--- config.mk ---
export PLATFORM = sky130hd
export DESIGN_NAME = ptpsec_top
export DESIGN_NICKNAME = d
export VERILOG_FILES = /design/src/rtl/ptpsec_pkg.sv /design/src/rtl/ptpsec_regif.sv /design/src/rtl/ptpsec_shadow.sv /design/src/rtl/ptpsec_count.sv /design/src/rtl/ptpsec_top.sv
export SDC_FILE = /design/constraint.sdc
export NUM_CORES = 1
export LEC_CHECK = 0
export BUFFER_PORTS_ARGS = -buffer_cell sky130_fd_sc_hd__buf_2
export CAP_MARGIN = 20
export CORE_MARGIN = 3
export CORE_UTILIZATION = 50
export DETAILED_ROUTE_END_ITERATION = 8
export PLACE_DENSITY = 0.84
export SLEW_MARGIN = 20
export SYNTH_ARGS = -nofsm -noshare
export SYNTH_HDL_FRONTEND = slang
export SYNTH_SLANG_ARGS = --single-unit
--- constraint.sdc ---
create_clock -name clk -period 6.35 [get_ports clk]
set_input_delay 1.27 -clock clk [delete_from_list [all_inputs] [get_ports clk]]
set_output_delay 1.27 -clock clk [all_outputs]
set_load 0.05 [all_outputs]
--- src/rtl/ptpsec_pkg.sv ---
package ptpsec_pkg;

    // Register decode result
    typedef enum logic [1:0] {
        SEL_NONE = 2'd0,
        SEL_LO   = 2'd1,
        SEL_HI   = 2'd2
    } reg_sel_t;

    // Address map (behaviour depends on it)
    localparam int unsigned ADDR_LO = 0;
    localparam int unsigned ADDR_HI = 1;

    // Net step applied to the count in one cycle
    typedef struct packed {
        logic       load;   // software load wins
        logic       dec;    // subtract one
        logic [1:0] inc;    // add 0, 1 or 2
    } step_t;

    // Decoded register access
    typedef struct packed {
        logic     lo_wr;
        logic     hi_wr;
        reg_sel_t rd_sel;
    } reg_acc_t;

    function automatic step_t merge_step(input logic load,
                                         input logic tick,
                                         input logic adj,
                                         input logic down);
        step_t s;
        s = '0;
        if (load) begin
            s.load = 1'b1;
        end else if (adj && down) begin
            // tick cancels a down step
            s.dec = !tick;
        end else begin
            s.inc = {1'b0, tick} + {1'b0, adj};
        end
        return s;
    endfunction

endpackage

--- src/rtl/ptpsec_regif.sv ---
module ptpsec_regif
    import ptpsec_pkg::*;
#(
    parameter int unsigned ADDR_W = 2
) (
    input  logic              wr_i,
    input  logic [ADDR_W-1:0] addr_i,
    output reg_acc_t          acc_o
);

    localparam logic [ADDR_W-1:0] A_LO = ADDR_W'(ADDR_LO);
    localparam logic [ADDR_W-1:0] A_HI = ADDR_W'(ADDR_HI);

    always_comb begin
        acc_o = '0;
        acc_o.rd_sel = SEL_NONE;
        if (addr_i == A_LO) begin
            acc_o.rd_sel = SEL_LO;
            acc_o.lo_wr  = wr_i;
        end else if (addr_i == A_HI) begin
            acc_o.rd_sel = SEL_HI;
            acc_o.hi_wr  = wr_i;
        end
    end

endmodule

--- src/rtl/ptpsec_shadow.sv ---
module ptpsec_shadow #(
    parameter int unsigned HI_W = 16
) (
    input  logic            clk,
    input  logic            rst,
    input  logic            wr_i,
    input  logic [HI_W-1:0] data_i,
    output logic [HI_W-1:0] hold_o
);

    always_ff @(posedge clk) begin
        if (rst) begin
            hold_o <= '0;
        end else if (wr_i) begin
            hold_o <= data_i;
        end
    end

endmodule

--- src/rtl/ptpsec_count.sv ---
module ptpsec_count
    import ptpsec_pkg::*;
#(
    parameter int unsigned SEC_W  = 48,
    parameter int unsigned WORD_W = 32
) (
    input  logic                  clk,
    input  logic                  rst,
    input  step_t                 step_i,
    input  logic [SEC_W-WORD_W-1:0] load_hi_i,
    input  logic [WORD_W-1:0]     load_lo_i,
    output logic [SEC_W-1:0]      cnt_o
);

    logic [SEC_W-1:0] cnt_q;
    logic [SEC_W-1:0] cnt_d;

    always_comb begin
        cnt_d = cnt_q;
        if (step_i.load) begin
            cnt_d = {load_hi_i, load_lo_i};
        end else if (step_i.dec) begin
            cnt_d = cnt_q - SEC_W'(1);
        end else begin
            cnt_d = cnt_q + SEC_W'(step_i.inc);
        end
    end

    always_ff @(posedge clk) begin
        if (rst) begin
            cnt_q <= '0;
        end else begin
            cnt_q <= cnt_d;
        end
    end

    assign cnt_o = cnt_q;

endmodule

--- src/rtl/ptpsec_top.sv ---
module ptpsec_top
    import ptpsec_pkg::*;
#(
    parameter int unsigned SEC_W  = 48,
    parameter int unsigned WORD_W = 32,
    parameter int unsigned ADDR_W = 2
) (
    input  logic              clk,
    input  logic              rst,
    input  logic              sec_tick_i,
    input  logic              adj_vld_i,
    input  logic              adj_down_i,
    input  logic              reg_wr_i,
    input  logic [ADDR_W-1:0] reg_addr_i,
    input  logic [WORD_W-1:0] reg_wdata_i,
    output logic [WORD_W-1:0] reg_rdata_o,
    output logic [SEC_W-1:0]  sec_count_o
);

    localparam int unsigned HI_W  = SEC_W - WORD_W;
    localparam int unsigned PAD_W = WORD_W - HI_W;

    reg_acc_t        acc;
    step_t           step;
    logic [HI_W-1:0] shadow_hi;
    logic [SEC_W-1:0] count;

    ptpsec_regif #(.ADDR_W(ADDR_W)) u_regif (
        .wr_i   (reg_wr_i),
        .addr_i (reg_addr_i),
        .acc_o  (acc)
    );

    ptpsec_shadow #(.HI_W(HI_W)) u_shadow (
        .clk    (clk),
        .rst    (rst),
        .wr_i   (acc.hi_wr),
        .data_i (reg_wdata_i[HI_W-1:0]),
        .hold_o (shadow_hi)
    );

    assign step = merge_step(acc.lo_wr, sec_tick_i, adj_vld_i, adj_down_i);

    ptpsec_count #(.SEC_W(SEC_W), .WORD_W(WORD_W)) u_count (
        .clk       (clk),
        .rst       (rst),
        .step_i    (step),
        .load_hi_i (shadow_hi),
        .load_lo_i (reg_wdata_i),
        .cnt_o     (count)
    );

    always_comb begin
        unique case (acc.rd_sel)
            SEL_LO:  reg_rdata_o = count[WORD_W-1:0];
            SEL_HI:  reg_rdata_o = {{PAD_W{1'b0}}, count[SEC_W-1:WORD_W]};
            default: reg_rdata_o = '0;
        endcase
    end

    assign sec_count_o = count;

endmodule

=== Word-level counts from Yosys, hierarchy flattened ===
Index checks and enable logic that the tools add are counted.

* Add/sub/neg operators: 3
* Eq/ne operators: 3
* Multiplexer cells: 11
* Reductions and logical operators: 3

{| class="wikitable"
|+ Operators by type and width
! operator !! count
|-
| $mux W48 || 2
|-
| $pmux W32 S2 || 1
|-
| $add A48 B2 Y48 || 1
|-
| $sub A48 B1 Y48 const B || 1
|-
| $mux W3 || 2
|-
| $eq A2 B1 Y1 const B || 2
|-
| $mux W1 || 4
|-
| $mux W2 || 2
|-
| $add A1 B1 Y2 || 1
|-
| $eq A2 B2 Y1 const B || 1
|-
| $logic_not A2 Y1 || 1
|-
| $logic_and A1 B1 Y1 || 1
|-
| $logic_not A1 Y1 || 1
|}

* Register bits after elaboration: 64
* Input bits: 40
* Output and inout bits: 80
* Word-level logic and storage cells: 22

=== Logic depth before layout (Yosys ltp) ===
* Depth after elaboration: 6
* Mapped depth: 19
* Mapped depth without buffers: 17

=== Modules after synthesis ===
Synthesis repeated with hierarchy kept, for this count alone.

* Cells, all modules: 715
* Area, all modules: 5,625.4 µm²

{| class="wikitable"
|+ Modules (own cells, without submodules)
! module !! instances !! cells each !! area an instance (µm²) !! seq. area each (µm²)
|-
| ptpsec_count || 1 || 594 || 4,543.1 || 960.9
|-
| ptpsec_shadow || 1 || 52 || 580.6 || 320.3
|-
| ptpsec_top || 1 || 65 || 471.7 || 0.0
|-
| ptpsec_regif || 1 || 4 || 30.0 || 0.0
|}

=== Worst setup path before layout ===
OpenSTA, ideal clock, no wires.

* Path kind: input-to-reg
* Start: input port reg_addr_i[0]
* End: register u_count.cnt_q[40], in the netlist u_count.cnt_o[40]
* Library setup time: 62 ps
* Data arrival time: 5,676 ps
* Required time: 6,288 ps
* Path slack: 612 ps
* Stages: 18
* Buffers on the path: 2
* Cells stage by stage: clkbuf_1 > nor2_1 > nand2_1 > clkbuf_1 > nand3_1 > ha_1 > a21o_1 > ha_1 > a21oi_1 > o211ai_2 > nand2_2 > a2111oi_4 > o21ai_0 > o21ai_1 > a41o_2 > a21boi_1 > or4_1 > nand3_1

* Cells in the longest elaborated chain, start to end: 6
* Elaborated cells on any way between the ends: 7
* Classes of those cells: add/sub (1); mux (5); reduce/logical (1)

{| class="wikitable"
|+ RTL lines
! item !! line !! text
|-
| start, declared || ptpsec_top.sv:14 || <nowiki>input logic [ADDR_W-1:0] reg_addr_i,</nowiki>
|-
| $logic_not A2 Y1 (*) || ptpsec_regif.sv:17 || <nowiki>if (addr_i == A_LO) begin</nowiki>
|-
| $mux W1 (*) || ptpsec_regif.sv:17 ||
|-
| $mux W3 || ptpsec_pkg.sv:34 || <nowiki>if (load) begin</nowiki>
|-
| $add A48 B2 Y48 || ptpsec_count.sv:25 || <nowiki>cnt_d = cnt_q + SEC_W'(step_i.inc);</nowiki>
|-
| $mux W48 || ptpsec_count.sv:22 || <nowiki>end else if (step_i.dec) begin</nowiki>
|-
| $mux W48 (*) || ptpsec_count.sv:20 || <nowiki>if (step_i.load) begin</nowiki>
|-
| end signal, assigned || ptpsec_count.sv:33 || <nowiki>cnt_q <= cnt_d;</nowiki>
|-
| end, declared || ptpsec_count.sv:15 || <nowiki>logic [SEC_W-1:0] cnt_q;</nowiki>
|}

Mark *: on every way between the ends. The rest lies on a longest branch, timed or not.
A chain may end at the register's enable or synchronous reset.

=== Final worst setup path ===
* Start: input port reg_addr_i[1]
* End: register u_count.cnt_q[45], in the netlist u_count.cnt_o[45]

The elaborated chain is that of the path after synthesis.

==> flow_summary.yaml <==
synthesis:
  async_flop_share: 0
  synth-simple-area-share: 0.239
  synth_enable_flop_cells: 0
  synth_top_family_by_area: "compound AO/OA/AOI/OAI gates"
  synthXorXnorAreaFrac: 0.0675
  yosysSeqAreaShare: 0.241
  synth_nets: 809
  synth_flop_cell: "dfxtp_1"
  syn_avg_cell_area_um2: 7.45
  synth-seq-cells: 64
  yosysWarnings: 0
  synthMuxAreaShare: 0.0320
  yosysUniqueCellTypes: 54
  synth_compound_area_frac: 0.255
  syn_inst: 714
  synthesis.area_um2: 5320
  synthAdderAreaFrac: 0.131
power:
  power_density_nw_per_um2: 604
  total_power_mw: 3.78
  irDropWorstVdd_uv: 395
  p_leak_nw: 3.15
worst_setup_path:
  cp-endpoint: "u_count.cnt_o[45]"
  critPathBufInv: 2
  worstRegToRegCells: 11
  reg2reg_slack_ps: 3300
  crit_type: "in2reg"
  crit_chain: "buf_2, nor2_1, nand2_1, nand3_1, ha_1, a21o_1, buf_4, ha_1, nand2_1, nor3_1, a31oi_1, nand3b_1, o21ai_1, a31oi_1, a41o_1, o41ai_2, or4_1, o211ai_1"
  startpoint: "reg_addr_i[1]"
  path_delay_family: "compound AO/OA/AOI/OAI gates"
  r2r_start: "u_count.cnt_o[3]"
  arrival_ps: 5670
  endpoint_kind: "flop"
  cp_slowest_cell: "a21o_1"
  cp-start-kind: "input pin"
  cp_slowest_stage_delay_ps: 530
  crit_cells: 18
  r2r_end: "u_count.cnt_o[45]"
  crit_fanout: 28
  critPathRequiredTime_ps: 6630
layout:
  instances_no_fill: 958
  fillers: 978
  final_layout_size_suffix_gt1_frac: 0.187
  layout_commonest_cell: "nand2_1"
  postLayoutCoreUtil: 0.607
  syn_to_final_growth_pct: 17.9
  design_area_um2: 6270
  layout_common_cells: "nand2_1, buf_2, a21oi_1"
  diodes: 0
  final_nets: 912
routing:
  avgViaCountPerCell: 5.82
  post-route-drc-count: 0
  drtIter0Drc: 322
  firstDrtPassIters: 5
  routed_wirelength_um: 15400
  dr_total_vias: 5580
  ant_nets: 0
  wl_per_cell_um: 16.1
clocking:
  cts.hold.buffers_added: 0
  ctsLongestPathBuffers: 2
  path_clk_slew_ps: 80
  cts-htree-levels: 3
  postCtsSetupBuffers: 0
  clock-sinks: 64
  clock_latency_ps: 360
  cts_tree: "done"
  cts_made_buffers: 9
  root_buffer: "clkbuf_8"
  cts_resized: 0
worst_hold_path:
  hp-class: "reg2reg"
timing:
  totalNegativeSetupSlack_ps: 0
  finalSetupViolCount: 0
  maxSlewHeadroom: 0.319
  rsz0062_at_grt: "false"
  fin_ws_ps: 964
  drv_slew: 0
  tightest_slew_ps: 1020
  finalClockSkew_ps: 12.1
  hold_ws_ps: 454
  final_hold_viol_count: 0
  fin_crit_ps: 5390
  max_freq_mhz: 186
  period_share: 0.848
floorplan:
  die_w_um: 109
  die_area_um2: 11900
  rows: 37
  core_um2: 10300
  die_h_um: 109
  initial_core_util: 0.515
  io-pin-count: 120
placed_design:
  place.port_buffers: 119
  dp_slack_ps: 707
  place_congestion: 0.947
  dpl_cell_area_um2: 6010
  place_inst: 942
  dp_hpwl_um: 11600
job:
  max-cap-violations: 0
grt:
  grt-ovfl-total: 0
  grt_usage: 0.258
  antenna_found_initial: 0
  grt_pass1_wl_um: 24600
  grt_pass1_vias: 5091
  grt_max_degree: 50
outcome:
  run_status: "complete, no violations"
## power by group
part	switching, mW	internal [mW]
registers	0.138	0.538
clock network	0.182	0.274
logic	1.72	0.936
## layer usage
layer,vias to the layer above,part of all wire,global-route usage
li1,2756,-,-
met2,211,0.45,0.416
met5,-,0,0
met1,2584,0.46,0.348
met3,29,0.062,0.0444
met4,0,0.024,0.0848
## Yosys cell counts (all sizes together), types with 5 or more instances
cell type | n | area, um^2
a21o | 34 | 255
xnor2 | 24 | 210
dfxtp | 64 | 1280
o211ai | 6 | 50.1
and2 | 23 | 144
a21oi | 98 | 490
nand2 | 128 | 483
nand3 | 16 | 80.1
a31oi | 5 | 31.3
inv | 14 | 52.6
and3 | 8 | 50.1
nor2 | 49 | 184
nand3b | 9 | 67.6
clkbuf | 35 | 131
nand2b | 5 | 31.3
o21ai | 29 | 145
nand4 | 8 | 50.1
mux2i | 17 | 170
nor3 | 9 | 45.0
xor2 | 17 | 149
o21bai | 7 | 52.6
a211oi | 8 | 65.1
ha | 54 | 676
## cells by family (layout without fill, tap and decap cells)
logic type	count (synthesis)	in the layout
muxes	17	17
buffers and inverters	49	157
xor gates and xnor gates	41	41
and+or+nand+nor	274	274
DFF	64	64
AOI/OAI and AO/OA	214	214
adders and majority gates	55	55
## worst min-delay path by stage
stage	end	cells past startpoint	start	slack, ps
3_5_place_dp	u_count.cnt_o[34]	2	u_shadow.hold_o[2]	450
6_report	u_count.cnt_o[34]	2	u_shadow.hold_o[2]	450
3_3_place_gp	u_count.cnt_o[39]	2	u_shadow.hold_o[7]	440
4_1_cts	u_count.cnt_o[34]	2	u_shadow.hold_o[2]	460
2_1_floorplan	u_count.cnt_o[44]	2	u_shadow.hold_o[12]	420
5_1_grt	u_count.cnt_o[39]	2	u_shadow.hold_o[7]	470
## layout make-up
| cell class | count | area (um^2) | share of cell area |
|---|---|---|---|
| inverter | 14 | 52.6 | 0.00838 |
| clock inverter | 6 | 116 | 0.0186 |
| tap | 136 | 170 | 0.0271 |
| timing repair buffer | 127 | 656 | 0.105 |
| sequential | 64 | 1280 | 0.204 |
| multi-input combinational | 601 | 3850 | 0.615 |
| clock buffer | 10 | 138 | 0.0220 |
## flip-flops by register name, indices dropped and copies added, names as in the netlist
register / flops
u_count.cnt_o: 48
u_shadow.hold_o: 16
## worst min-delay path: stages (launching register included)
cell and delay (ps):
dfxtp_1 310, nand2_1 50, a21oi_1 50
No activity file was read; power rests on OpenSTA's default activity.
